===== src/rtl/gde_pkg.sv =====
package gde_pkg;
  localparam int unsigned DATA_W = 8;
  localparam int unsigned N_STS  = 3;

  typedef enum logic [1:0] {
    REG_PINS = 2'd0,
    REG_PME  = 2'd1,
    REG_SMI  = 2'd2,
    REG_EVT  = 2'd3
  } reg_e;

  // status bank index; address = index + 1
  localparam int unsigned IDX_PME = 0;
  localparam int unsigned IDX_SMI = 1;
  localparam int unsigned IDX_EVT = 2;
endpackage


===== src/rtl/gde_sync.sv =====
module gde_sync #(
  parameter int unsigned N = 6
) (
  input  logic         clk_i,
  input  logic         rst_ni,
  input  logic [N-1:0] d_i,
  output logic [N-1:0] q_o
);
  logic [N-1:0] s1_q, s2_q;

  always_ff @(posedge clk_i or negedge rst_ni) begin
    if (!rst_ni) begin
      s1_q <= '0;
      s2_q <= '0;
    end else begin
      s1_q <= d_i;
      s2_q <= s1_q;
    end
  end

  assign q_o = s2_q;
endmodule


===== src/rtl/gde_edge.sv =====
module gde_edge #(
  parameter int unsigned N        = 6,
  parameter int unsigned WARM_CYC = 3
) (
  input  logic         clk_i,
  input  logic         rst_ni,
  input  logic [N-1:0] lvl_i,
  output logic [N-1:0] edge_o
);
  localparam int unsigned CW = $clog2(WARM_CYC + 1);

  logic [N-1:0]  prev_q;
  logic [CW-1:0] warm_q;
  logic          armed;

  assign armed = (warm_q == CW'(WARM_CYC));

  always_ff @(posedge clk_i or negedge rst_ni) begin
    if (!rst_ni) begin
      prev_q <= '0;
      warm_q <= '0;
    end else begin
      prev_q <= lvl_i;
      if (!armed) warm_q <= warm_q + 1'b1;
    end
  end

  // suppress events until synchroniser and history hold real samples
  assign edge_o = armed ? (lvl_i ^ prev_q) : '0;
endmodule


===== src/rtl/gde_sts.sv =====
module gde_sts #(
  parameter int unsigned N = 6
) (
  input  logic         clk_i,
  input  logic         rst_ni,
  input  logic [N-1:0] set_i,
  input  logic [N-1:0] clr_i,
  output logic [N-1:0] sts_o
);
  logic [N-1:0] sts_q;

  always_ff @(posedge clk_i or negedge rst_ni) begin
    if (!rst_ni) sts_q <= '0;
    else         sts_q <= (sts_q & ~clr_i) | set_i; // set beats clear
  end

  assign sts_o = sts_q;
endmodule


===== src/rtl/gpio_dual_edge_irq.sv =====
module gpio_dual_edge_irq
  import gde_pkg::*;
#(
  parameter int unsigned NUM_PINS = 6
) (
  input  logic                clk_i,
  input  logic                rst_ni,
  input  logic [NUM_PINS-1:0] pin_i,
  input  logic [NUM_PINS-1:0] mode_i,
  input  logic [NUM_PINS-1:0] pol_i,
  input  logic [NUM_PINS-1:0] pme_en_i,
  input  logic [NUM_PINS-1:0] smi_en_i,
  input  logic                wr_i,
  input  logic [1:0]          addr_i,
  input  logic [DATA_W-1:0]   wdata_i,
  output logic [DATA_W-1:0]   rdata_o,
  output logic                pme_o,
  output logic                smi_o
);
  logic [NUM_PINS-1:0] lvl_w, edge_w;
  logic [NUM_PINS-1:0] sts_w [N_STS];
  logic [NUM_PINS-1:0] pme_sts_w, smi_sts_w, evt_sts_w;

  gde_sync #(.N(NUM_PINS)) u_sync (
    .clk_i(clk_i), .rst_ni(rst_ni), .d_i(pin_i), .q_o(lvl_w)
  );

  gde_edge #(.N(NUM_PINS), .WARM_CYC(3)) u_edge (
    .clk_i(clk_i), .rst_ni(rst_ni), .lvl_i(lvl_w), .edge_o(edge_w)
  );

  for (genvar k = 0; k < N_STS; k++) begin : g_bank
    logic [NUM_PINS-1:0] clr;
    assign clr = (wr_i && addr_i == 2'(k + 1)) ? wdata_i[NUM_PINS-1:0] : '0;
    gde_sts #(.N(NUM_PINS)) u_sts (
      .clk_i(clk_i), .rst_ni(rst_ni), .set_i(edge_w), .clr_i(clr), .sts_o(sts_w[k])
    );
  end

  assign pme_sts_w = sts_w[IDX_PME];
  assign smi_sts_w = sts_w[IDX_SMI];
  assign evt_sts_w = sts_w[IDX_EVT];

  assign pme_o = |(pme_sts_w & pme_en_i & mode_i);
  assign smi_o = |(smi_sts_w & smi_en_i & mode_i);

  always_comb begin
    rdata_o = '0;
    unique case (reg_e'(addr_i))
      REG_PINS: rdata_o[NUM_PINS-1:0] = lvl_w ^ pol_i;
      REG_PME:  rdata_o[NUM_PINS-1:0] = pme_sts_w;
      REG_SMI:  rdata_o[NUM_PINS-1:0] = smi_sts_w;
      REG_EVT:  rdata_o[NUM_PINS-1:0] = evt_sts_w;
      default:  rdata_o = '0;
    endcase
  end

  if (NUM_PINS < DATA_W) begin : g_pad
    logic unused_wdata;
    assign unused_wdata = ^wdata_i[DATA_W-1:NUM_PINS];
  end
endmodule


===== config.mk =====
export PLATFORM = sky130hd
export DESIGN_NAME = gpio_dual_edge_irq
export DESIGN_NICKNAME = d
export VERILOG_FILES = /design/src/rtl/gde_pkg.sv /design/src/rtl/gde_sync.sv /design/src/rtl/gde_edge.sv /design/src/rtl/gde_sts.sv /design/src/rtl/gpio_dual_edge_irq.sv
export SDC_FILE = /design/constraint.sdc
export NUM_CORES = 1
export LEC_CHECK = 0
export ABC_AREA = 0
export BUFFER_PORTS_ARGS = -buffer_cell sky130_fd_sc_hd__clkbuf_2
export CAP_MARGIN = 20
export CORE_MARGIN = 5
export CORE_UTILIZATION = 25
export CTS_BUF_LIST = sky130_fd_sc_hd__clkbuf_8 sky130_fd_sc_hd__clkbuf_16
export DETAILED_ROUTE_END_ITERATION = 7
export PLACE_DENSITY = 0.51
export SETUP_SLACK_MARGIN = 0.15
export SYNTH_ARGS = -nofsm -noshare
export SYNTH_HDL_FRONTEND = slang
export SYNTH_HIERARCHICAL = 1
export SYNTH_SLANG_ARGS = --single-unit

===== constraint.sdc =====
create_clock -name clk_i -period 1.6 [get_ports clk_i]
set_clock_uncertainty 0.05 [all_clocks]
set_input_delay 0.32 -clock clk_i [delete_from_list [all_inputs] [get_ports clk_i]]
set_output_delay 0.32 -clock clk_i [all_outputs]
set_load 0.02 [all_outputs]

==> impl_results.md <==
* Worst-path clk slew at 70 ps
* Overall global routing resource usage at 10.7%
* Clock Tree Root: clkbuf_8
* Final HPWL DP at 3250 um
* # clock sinks at 38
* CTS H-Tree Depth at 2
* Drt initial violations at 44
* Peak supply drop at 0.000293 V
* Layout cells sized above 1 at 42.9%
* Final WL at 4270 um
* Sequential area share after synthesis at 54.8%
* Width of the die at 93.3 um
* Distinct cells, synth at 19
* FP Rows at 30
* Leak at 0.00103 uW
* Netlist Area Pre-Place at 1740 sq um
* Mapped Cells at 144
* CP max FO at 2
* Fmax achieved at 554 MHz
* TritonCTS Buffers at 5
* Worst endpoint required time at 1230 ps
* Synth Warn # at 6
* Max Cap Viol at 0
* Wire per inst at 14.7 um
* Final-report max-slew violation count at 0
* Initial antenna violation count at 0
* DIE AREA at 8710 sq um
* Ranking of synthesized cells by area: dfrtp_1, and2_1, a21o_1
* TritonCTS clock tree: built
* Pwr/cell area at 836 nW/um^2
* Chip height at 93.3 um
* Ports at 53
* Commonest cells in the netlist: dfrtp_1, and2_1, a21o_1, inv_1, xor2_1
* Most common cell in the netlist: dfrtp_1
* RSZ-0062 raised after global routing: yes
* Vias at 1,258
* Worst hold path class: in -> reg
* R2R Setup Slk at 330 ps
* DRT Pass-1 Iters at 4
* CP arrival at 1440 ps
* Mapped Avg Cell Area at 12.1 sq um
* Ant diodes at 0
* DRT antenna net count at 0
* Setup crit end kind: primary output
* Synth area leader: dfrtp_1
* CORE AREA at 6760 sq um
* Setup violations, final at 8
* Placement Cell Area at 2130 sq um
* Setup CP Type: reg -> out
* Failing checks: setup timing
* Initial Util at 25.7%
* Post-route cell area at 2420 sq um
* Area grow syn2layout at 39.7%
* Total Power at 2030 uW
* Final setup margin at -206 ps
* Clock Latency Late Sink at 280 ps
* Fin. Hold Viols at 0
* Nets at 256
* Status: complete, but fails checks
* Critical Path Source Type: flip-flop
* Port Buffers at 48
* Final period util at 113%
* Global route total overflow at 0
* # fillers at 677
* Tmin final at 1810 ps
* Largest net degree at the start of global routing at 21
* Main synth FF type: dfrtp_1
* Final GP Congestion at 0.721
* First-pass GRT wire length at 6920 um
* Post-synthesis register bit count at 38
* FFs w/ async S/R, synth at 100%
* Vias in the first global route at 1,368
* Area share of the largest cell type after synthesis at 54.8%
* Maximum clock insertion buffer count at 2
* Post-synth EDFFs at 0
* DR DRC count at 0
* Via/cell ratio at 4.34
==> where the power goes <==
part | switching [uW] | internal (uW) | total (uW)
logic | 167 | 193 | 360
registers | 27.7 | 1000 | 1030
clock network | 303 | 332 | 635
total | 498 | 1530 | 2030
==> flip-flops by register name, indices dropped and copies added (netlist names) <==
signal,cells
u_sync/s1_q,6
u_edge/prev_q,6
u_sync/q_o,6
u_edge/warm_q,2
g_bank.u_sts/sts_o,18
==> placed cells by master (no fill, tap or decap) <==
cell type,netlist,routed
xnor2_1,1,1
buf_12,0,1
buf_8,0,1
and3_4,0,6
buf_4,2,13
xor2_1,12,12
ha_1,2,2
buf_6,1,7
nand2_1,2,2
and3_2,1,1
a31oi_2,0,2
and2_1,24,24
clkbuf_2,0,40
conb_1,1,2
dfrtp_1,38,38
clkbuf_8,0,6
dlygate4sd3_1,0,1
nor2_1,2,2
a31oi_4,0,4
nand3_2,0,2
a21o_1,18,18
inv_1,18,18
mux2_4,1,1
mux4_2,6,6
==> path summary, 6_finish.rpt <==
check                                from                       end  cells past startpoint
min in group asynchronous          rst_ni            u_sync/s1_q[2]                      2
max in group asynchronous          rst_ni  g_bank[2].u_sts/sts_o[5]                      3
max reg2reg                 u_sync/q_o[2]  g_bank[1].u_sts/sts_o[2]                      5
max                         u_sync/q_o[1]                rdata_o[1]                      3
min reg2reg                u_sync/s1_q[4]             u_sync/q_o[4]                      0
min                              pin_i[1]            u_sync/s1_q[1]                      1
==> area by class of cell <==
class                      instances  area [sq um]  share of cell area, %
timing repair buffer              63           422                   17.4
multi-input combinational         85           802                   33.1
tap                               80           100                   4.13
clock buffer                       6          82.6                   3.41
sequential                        38           951                   39.2
inverter                          18          67.6                   2.79
==> what timing repair did <==
action	4_1_cts	5_1_grt
pin swaps	1	1
setup buffers	3	2
endpoints found under the hold margin	9	0
hold buffers	1	0
endpoints found under the setup margin	8	8
resized for setup	11	31
==> worst max-delay path, cell delays in order, from the launching register on <==
cell	delay, ps
dfrtp_1	390
xor2_1	140
mux4_2	470
buf_6	150
==> kinds of logic (layout without fill, tap and decap cells) <==
kind of cell	count (synthesis)	after routing	share of synthesized area [%]
AOI/OAI and AO/OA	24	24	9.95
buffers and inverters	22	87	5.69
and+or+nand+nor	37	37	12.7
xor gates and xnor gates	13	13	6.56
muxes	7	7	8.65
other	1	2	0.216
DFF	38	38	54.8
adders and majority gates	2	2	1.44
==> routing by layer <==
metal	share of wire [%]	track usage [%]
met4	1.4	3.66
met1	47	14.4
met2	46	16.1
met3	6.3	3.62
met5	0	0
==> metrics by stage <==
stage | utilization (%) | cells | setup WS, ps | setup TNS, ps | hold slack (ps)
global placement | 31.5 | 278 | -143 | -759 | 175
global route | 35.9 | 290 | -270 | -1680 | 80.1
floorplan | - | 145 | 185 | 0 | -25.6
finish | 35.9 | 290 | -206 | -1230 | 91.1
CTS | 34.2 | 288 | -241 | -1510 | 80.4
detailed placement | 31.5 | 278 | -147 | -782 | 178
(Power assumes the default switching activity.)
